**src/rtl/rwd_pkg.sv**
```systemverilog
package rwd_pkg;
   localparam int NUM_PINS   = 4;
   localparam int PIN_RING_A = 0;
   localparam int PIN_RING_B = 1;
   localparam int PIN_RI1    = 2;
   localparam int PIN_RI2    = 3;
endpackage

```
**src/rtl/rwd_sync_fall.sv**
```systemverilog
module rwd_sync_fall #(
   parameter int STAGES = 2
) (
   input  logic clk,
   input  logic rst_n,
   input  logic din,
   output logic fall
);
   if (STAGES < 2) begin : g_bad_stages
      $error("rwd_sync_fall: STAGES must be at least 2");
   end

   logic [STAGES-1:0] chain;
   logic              prev;

   always_ff @(posedge clk or negedge rst_n) begin
      if (!rst_n) begin
         chain <= '0;
         prev  <= 1'b0;
      end else begin
         chain <= {chain[STAGES-2:0], din};
         prev  <= chain[STAGES-1];
      end
   end

   assign fall = prev & ~chain[STAGES-1];

   AST_FALL_SPACED: assert property (@(posedge clk) disable iff (!rst_n)
      fall |=> !fall) else $error("fall strobe longer than one cycle");
endmodule

```
**src/rtl/rwd_train_qual.sv**
```systemverilog
module rwd_train_qual #(
   parameter int TICK_DIV  = 250000,
   parameter int GAP_LIMIT = 62,
   parameter int QUAL_LEN  = 190
) (
   input  logic clk,
   input  logic rst_n,
   input  logic edge_in,
   output logic hit
);
   if (TICK_DIV < 2) begin : g_bad_div
      $error("rwd_train_qual: TICK_DIV must be at least 2");
   end
   if (GAP_LIMIT < 1) begin : g_bad_gap
      $error("rwd_train_qual: GAP_LIMIT must be at least 1");
   end
   if (QUAL_LEN < 1) begin : g_bad_len
      $error("rwd_train_qual: QUAL_LEN must be at least 1");
   end

   localparam int PW = $clog2(TICK_DIV);
   localparam int GW = $clog2(GAP_LIMIT + 2);
   localparam int RW = $clog2(QUAL_LEN + 1);
   localparam logic [PW-1:0] PRE_LAST = PW'(TICK_DIV - 1);
   localparam logic [GW-1:0] GAP_MAX  = GW'(GAP_LIMIT);
   localparam logic [GW-1:0] GAP_IDLE = GW'(GAP_LIMIT + 1);
   localparam logic [RW-1:0] RUN_MAX  = RW'(QUAL_LEN);

   logic [PW-1:0] pre_q;
   logic [GW-1:0] gap_q;
   logic [RW-1:0] run_q;
   logic          active_q, fired_q;
   logic          tick, lost;

   assign tick = (pre_q == PRE_LAST);
   assign lost = tick && !edge_in && (gap_q == GAP_MAX);
   assign hit  = active_q && (run_q == RUN_MAX) && !fired_q;

   always_ff @(posedge clk or negedge rst_n) begin
      if (!rst_n) begin
         pre_q    <= '0;
         gap_q    <= GAP_IDLE;
         run_q    <= '0;
         active_q <= 1'b0;
         fired_q  <= 1'b0;
      end else begin
         pre_q <= tick ? '0 : pre_q + 1'b1;
         if (edge_in)
            gap_q <= '0;
         else if (tick && gap_q <= GAP_MAX)
            gap_q <= gap_q + 1'b1;

         if (edge_in)
            active_q <= 1'b1;
         else if (lost)
            active_q <= 1'b0;

         if ((edge_in && !active_q) || lost)
            run_q <= '0;
         else if (tick && active_q && run_q < RUN_MAX)
            run_q <= run_q + 1'b1;

         if (lost)
            fired_q <= 1'b0;
         else if (hit)
            fired_q <= 1'b1;
      end
   end

   AST_RUN_BOUND: assert property (@(posedge clk) disable iff (!rst_n)
      run_q <= RUN_MAX) else $error("qualification counter overran");
   AST_ONE_HIT: assert property (@(posedge clk) disable iff (!rst_n)
      hit |=> !hit) else $error("train hit repeated");
endmodule

```
**src/rtl/ring_wake_detector.sv**
```systemverilog
module ring_wake_detector
   import rwd_pkg::*;
#(
   parameter int SYNC_STAGES = 2,
   parameter int TICK_DIV    = 250000,
   parameter int GAP_LIMIT   = 62,
   parameter int QUAL_LEN    = 190
) (
   input  logic clk,
   input  logic rst_n,
   input  logic ring_a,
   input  logic ring_b,
   input  logic ri1,
   input  logic ri2,
   input  logic tm_match,
   input  logic cfg_src_sel,
   input  logic cfg_train_mode,
   input  logic cfg_ring_en,
   input  logic cfg_ri1_en,
   input  logic cfg_ri2_en,
   input  logic cfg_tm_en,
   output logic wake_ring,
   output logic wake_ri1,
   output logic wake_ri2,
   output logic wake_tm,
   output logic wake_any
);
   logic [NUM_PINS-1:0] pin_raw, pin_fall;
   logic                ring_fall, train_hit;

   assign pin_raw[PIN_RING_A] = ring_a;
   assign pin_raw[PIN_RING_B] = ring_b;
   assign pin_raw[PIN_RI1]    = ri1;
   assign pin_raw[PIN_RI2]    = ri2;

   for (genvar i = 0; i < NUM_PINS; i++) begin : g_pin
      rwd_sync_fall #(.STAGES(SYNC_STAGES)) u_sync (
         .clk  (clk),
         .rst_n(rst_n),
         .din  (pin_raw[i]),
         .fall (pin_fall[i])
      );
   end

   assign ring_fall = cfg_src_sel ? pin_fall[PIN_RING_B] : pin_fall[PIN_RING_A];

   rwd_train_qual #(
      .TICK_DIV (TICK_DIV),
      .GAP_LIMIT(GAP_LIMIT),
      .QUAL_LEN (QUAL_LEN)
   ) u_qual (
      .clk    (clk),
      .rst_n  (rst_n),
      .edge_in(ring_fall),
      .hit    (train_hit)
   );

   always_ff @(posedge clk or negedge rst_n) begin
      if (!rst_n) begin
         wake_ring <= 1'b0;
         wake_ri1  <= 1'b0;
         wake_ri2  <= 1'b0;
         wake_tm   <= 1'b0;
      end else begin
         wake_ring <= cfg_ring_en & (cfg_train_mode ? train_hit : ring_fall);
         wake_ri1  <= cfg_ri1_en & pin_fall[PIN_RI1];
         wake_ri2  <= cfg_ri2_en & pin_fall[PIN_RI2];
         wake_tm   <= cfg_tm_en & tm_match;
      end
   end

   assign wake_any = wake_ring | wake_ri1 | wake_ri2 | wake_tm;

   AST_RING_GATED: assert property (@(posedge clk) disable iff (!rst_n)
      !cfg_ring_en |=> !wake_ring) else $error("ring wake while disabled");
   AST_RI1_GATED: assert property (@(posedge clk) disable iff (!rst_n)
      !cfg_ri1_en |=> !wake_ri1) else $error("ri1 wake while disabled");
   AST_RI2_GATED: assert property (@(posedge clk) disable iff (!rst_n)
      !cfg_ri2_en |=> !wake_ri2) else $error("ri2 wake while disabled");
   AST_TM_SOURCE: assert property (@(posedge clk) disable iff (!rst_n)
      wake_tm |-> $past(tm_match & cfg_tm_en)) else $error("match wake without cause");
endmodule

```
**config.mk**
```make
export PLATFORM = sky130hd
export DESIGN_NAME = ring_wake_detector
export DESIGN_NICKNAME = d
export VERILOG_FILES = /design/src/rtl/rwd_pkg.sv /design/src/rtl/rwd_sync_fall.sv /design/src/rtl/rwd_train_qual.sv /design/src/rtl/ring_wake_detector.sv
export SDC_FILE = /design/constraint.sdc
export NUM_CORES = 1
export LEC_CHECK = 0
export ABC_AREA = 0
export CAP_MARGIN = 20
export CORE_ASPECT_RATIO = 1.75
export CORE_MARGIN = 2
export CORE_UTILIZATION = 39
export CTS_BUF_LIST = sky130_fd_sc_hd__clkbuf_8
export DETAILED_ROUTE_END_ITERATION = 16
export GPL_TIMING_DRIVEN = 0
export MAX_ROUTING_LAYER = met4
export PLACE_DENSITY = 0.69
export SYNTH_ARGS = -nofsm -noshare
export SYNTH_HDL_FRONTEND = slang
export SYNTH_SLANG_ARGS = --single-unit
```
**constraint.sdc**
```tcl
create_clock -name clk -period 2.4 [get_ports clk]
set_input_delay 0.6 -clock clk [delete_from_list [all_inputs] [get_ports clk]]
set_output_delay 0.6 -clock clk [all_outputs]
set_load 0.1 [all_outputs]
```
==> results.sh <==
export IMPL_cpMaxStageDelayCell="or4b_4"
export IMPL_path_cells="ha_1 > and3_1 > nand3_2 > or4b_4 > buf_6 > or3_1 > a21oi_1"
export IMPL_grt_pass1_vias=1553
export IMPL_syn_area_per_cell_um2=11.1
export IMPL_drcViolationCount=0
export IMPL_initial_core_util_pct=40.1
export IMPL_placed_area_mm2=0.00248
export IMPL_layoutNonFillerInstCount=300
export IMPL_io_pins=18
export IMPL_ant_nets=0
export IMPL_place_inst=292
export IMPL_cts_max_path_buffers=2
export IMPL_dp_final_hpwl_um=2790
export IMPL_critPathTopFamily="simple AND/OR/NAND/NOR gates"
export IMPL_fp_dieH_um=103
export IMPL_synth_ff_type="dfrtp_1"
export IMPL_insertedDiodeCount=0
export IMPL_ys_seq_elements=50
export IMPL_required_ns=2.64
export IMPL_clkTransAtPathRegs_ns=0.09
export IMPL_postCtsSetupRepairBufs=0
export IMPL_root_buffer="clkbuf_8"
export IMPL_grt_total_usage_pct=14.5
export IMPL_fp_dieArea_mm2=0.00628
export IMPL_fp_row_count=36
export IMPL_synth_top_area_cell="dfrtp_1"
export IMPL_path_buf_inv=1
export IMPL_drtIter0Drc=61
export IMPL_slew_headroom_pct=34.7
export IMPL_path_max_fanout=10
export IMPL_reg2reg_to="u_qual.run_q[2]"
export IMPL_htree_levels=2
export IMPL_synth_async_reset_ratio_pct=100
export IMPL_synth_top_area_share_pct=50.0
export IMPL_finalCriticalPeriod_ns=2.27
export IMPL_hold_path_class="in2async"
export IMPL_outcome="complete, no violations"
export IMPL_drive_above_1_share_pct=12.5
export IMPL_fp_coreArea_mm2=0.00550
export IMPL_tritoncts_num_buffers=5
export IMPL_cts_tree="done"
export IMPL_rr_worst_depth=7
export IMPL_endpoint_kind="flip-flop"
export IMPL_rrSetupSlack_ns=0.13
export IMPL_antenna_found_initial=0
export IMPL_skew_ns=0.00927
export IMPL_yosysMostFrequentCell="dfrtp_1"
export IMPL_avgViaCountPerCell=5.08
export IMPL_cts_sinks=50
export IMPL_finalCritPeriodShare_pct=94.7
export IMPL_synth_net_count=216
export IMPL_max_stage_delay_ns=0.55
export IMPL_syn_area_mm2=0.00220
export IMPL_synth_edf_count=0
export IMPL_maxCapViolations=0
export IMPL_gp_congestion=0.785
export IMPL_nNetsFinal=241
export IMPL_start_kind="flip-flop"
export IMPL_crit_type="reg2reg"
export IMPL_design_area_mm2=0.00261
export IMPL_peakVddDrop_mv=0.240
export IMPL_synthCells=198
export IMPL_grt_max_degree=30
export IMPL_wire_per_inst_um=13.1
export IMPL_hold_viol=0
export IMPL_cp_arrival_ns=2.51
export IMPL_ys_seq_area_share_pct=57.2
export IMPL_drt_pass1_iter_count=4
export IMPL_grt_pass1_wl_um=6700
export IMPL_synth_commonest_cells="44 x dfrtp_1, 20 x nor2_1, 14 x nand3_1, 13 x nand2_1, 11 x xnor2_1"
export IMPL_ys_warn_count=0
export IMPL_die_w_um=60.8
export IMPL_tightest_slew_ns=0.978
export IMPL_dr_total_vias=1523
export IMPL_synth_cell_types=45
export IMPL_grt_overflow=0
export IMPL_max_freq_ghz=0.440
export IMPL_leakage_nw=1.10
export IMPL_r2r_start="u_qual.pre_q[0]"
export IMPL_clkLatencyLatePin_ns=0.30
export IMPL_port_buffers=17
export IMPL_wl_um=3920
export IMPL_syn2layout_area_growth_pct=18.4
export IMPL_synthTopCellsByArea="dfrtp_1 50%, dfstp_2 7.2%, xnor2_1 4.4%, nor2_1 3.4%, nand3_1 3.2%"
export IMPL_finalSetupViolCount=0
export IMPL_drv_slew=0
export IMPL_power_density_mw_per_mm2=610
==> area by class of cell <==
class / instances / area, um^2
flip-flops and latches: 50 / 1260
inverters: 4 / 15.0
fillers: 531 / 2890
clock buffers: 5 / 68.8
repair buffers: 18 / 183
multi-input cells: 142 / 928
plain buffers: 2 / 15.0
well taps: 76 / 95.1
clock inverters: 3 / 41.3
==> routing by layer <==
layer	vias up	track usage [%]	wire length, um
met3	7	2.49	127
met4	0	6.86	51
met2	27	24.9	2120
met5	-	-	0
met1	745	15.9	1620
li1	744	-	-
==> through the flow <==
stage / worst slack [ns] / power, mW / hold WS, ns / TNS (ns) / util, %
floorplan: 0.235 / 0.967 / 0.304 / 0 / -
global placement: -0.708 / 1.02 / 0.333 / -32.11 / 44.9
detailed placement: -0.0484 / 1.03 / 0.341 / -0.0484 / 45.2
CTS: -0.00667 / 1.61 / 0.266 / -0.00667 / 47.2
global route: -0.0104 / 1.66 / 0.278 / -0.0104 / 47.4
finish: 0.127 / 1.59 / 0.253 / 0 / 47.4
==> state kept, by name, summed over array words and instances, names as in the netlist <==
register	flops
u_qual.gap_q	6
u_qual.active_q	1
u_qual.fired_q	1
g_pin.u_sync.chain	8
u_qual.run_q	8
u_qual.pre_q	18
wake_tm	1
g_pin.u_sync.prev	4
wake_ring	1
wake_ri1	1
wake_ri2	1
==> cells in the final DEF (no fill, tap or decap), drive strengths merged, types with 2 or more instances in the layout <==
master,synthesis,layout
a2111oi,2,2
a21oi,9,9
and2,2,2
and3,5,5
and4,3,3
buf,1,3
clkbuf,1,7
clkdlybuf4s50,0,11
dfrtp,44,44
dfstp,6,6
dlygate4sd2,0,2
dlymetal6s2s,0,2
ha,5,5
inv,4,5
nand2,14,14
nand2b,2,2
nand3,14,14
nand4,2,2
nor2,20,20
nor2b,2,2
nor3,4,4
nor4,2,2
nor4b,2,2
o21a,2,2
o21ai,9,9
or2,2,2
or3,7,7
xnor2,11,11
xor2,7,7
==> logic make-up (layout without fill, tap and decap cells) <==
logic type	after synthesis	count (layout)	share of synthesized area, %
AND/OR/NAND/NOR	88	88	22.3
flip-flops	50	50	57.2
AO/OA/AOI/OAI	30	30	8.64
XOR/XNOR	18	18	7.16
buffers and inverters	6	32	1.36
adder cells (fa/ha/maj)	5	5	2.84
multiplexers	1	1	0.455
==> worst max path at each step <==
stage | slack [ns] | endpoint | depth (start not counted) | from
2_1_floorplan | 0.23 | wake_any | 1 | wake_ri1
3_3_place_gp | -0.71 | g_pin[0].u_sync.chain[0] | 1 | rst_n
3_5_place_dp | -0.05 | wake_any | 2 | wake_ri1
4_1_cts | -0.007 | wake_any | 2 | wake_ri1
5_1_grt | -0.01 | u_qual.run_q[2] | 7 | u_qual.pre_q[0]
6_report | 0.13 | u_qual.run_q[2] | 7 | u_qual.pre_q[0]
==> power breakdown <==
part           switching [mW]  internal [mW]
Combinational          0.0725         0.0418
Clock                   0.274          0.307
Sequential             0.0232          0.870
Total                   0.369           1.22
==> repair_timing <==
item                                    4_1_cts  5_1_grt
gates resized for setup                       4        6
endpoints found under the setup margin        4        4
hold buffers                                  0        0
==> worst reg2reg max path, cell delays in order, from the launching register on <==
cell and delay (ns):
dfrtp_1 0.40, ha_1 0.21, and3_1 0.27, nand3_2 0.16, or4b_4 0.55, buf_6 0.16, or3_1 0.31, a21oi_1 0.14
Power figures use the tool's default switching activity.
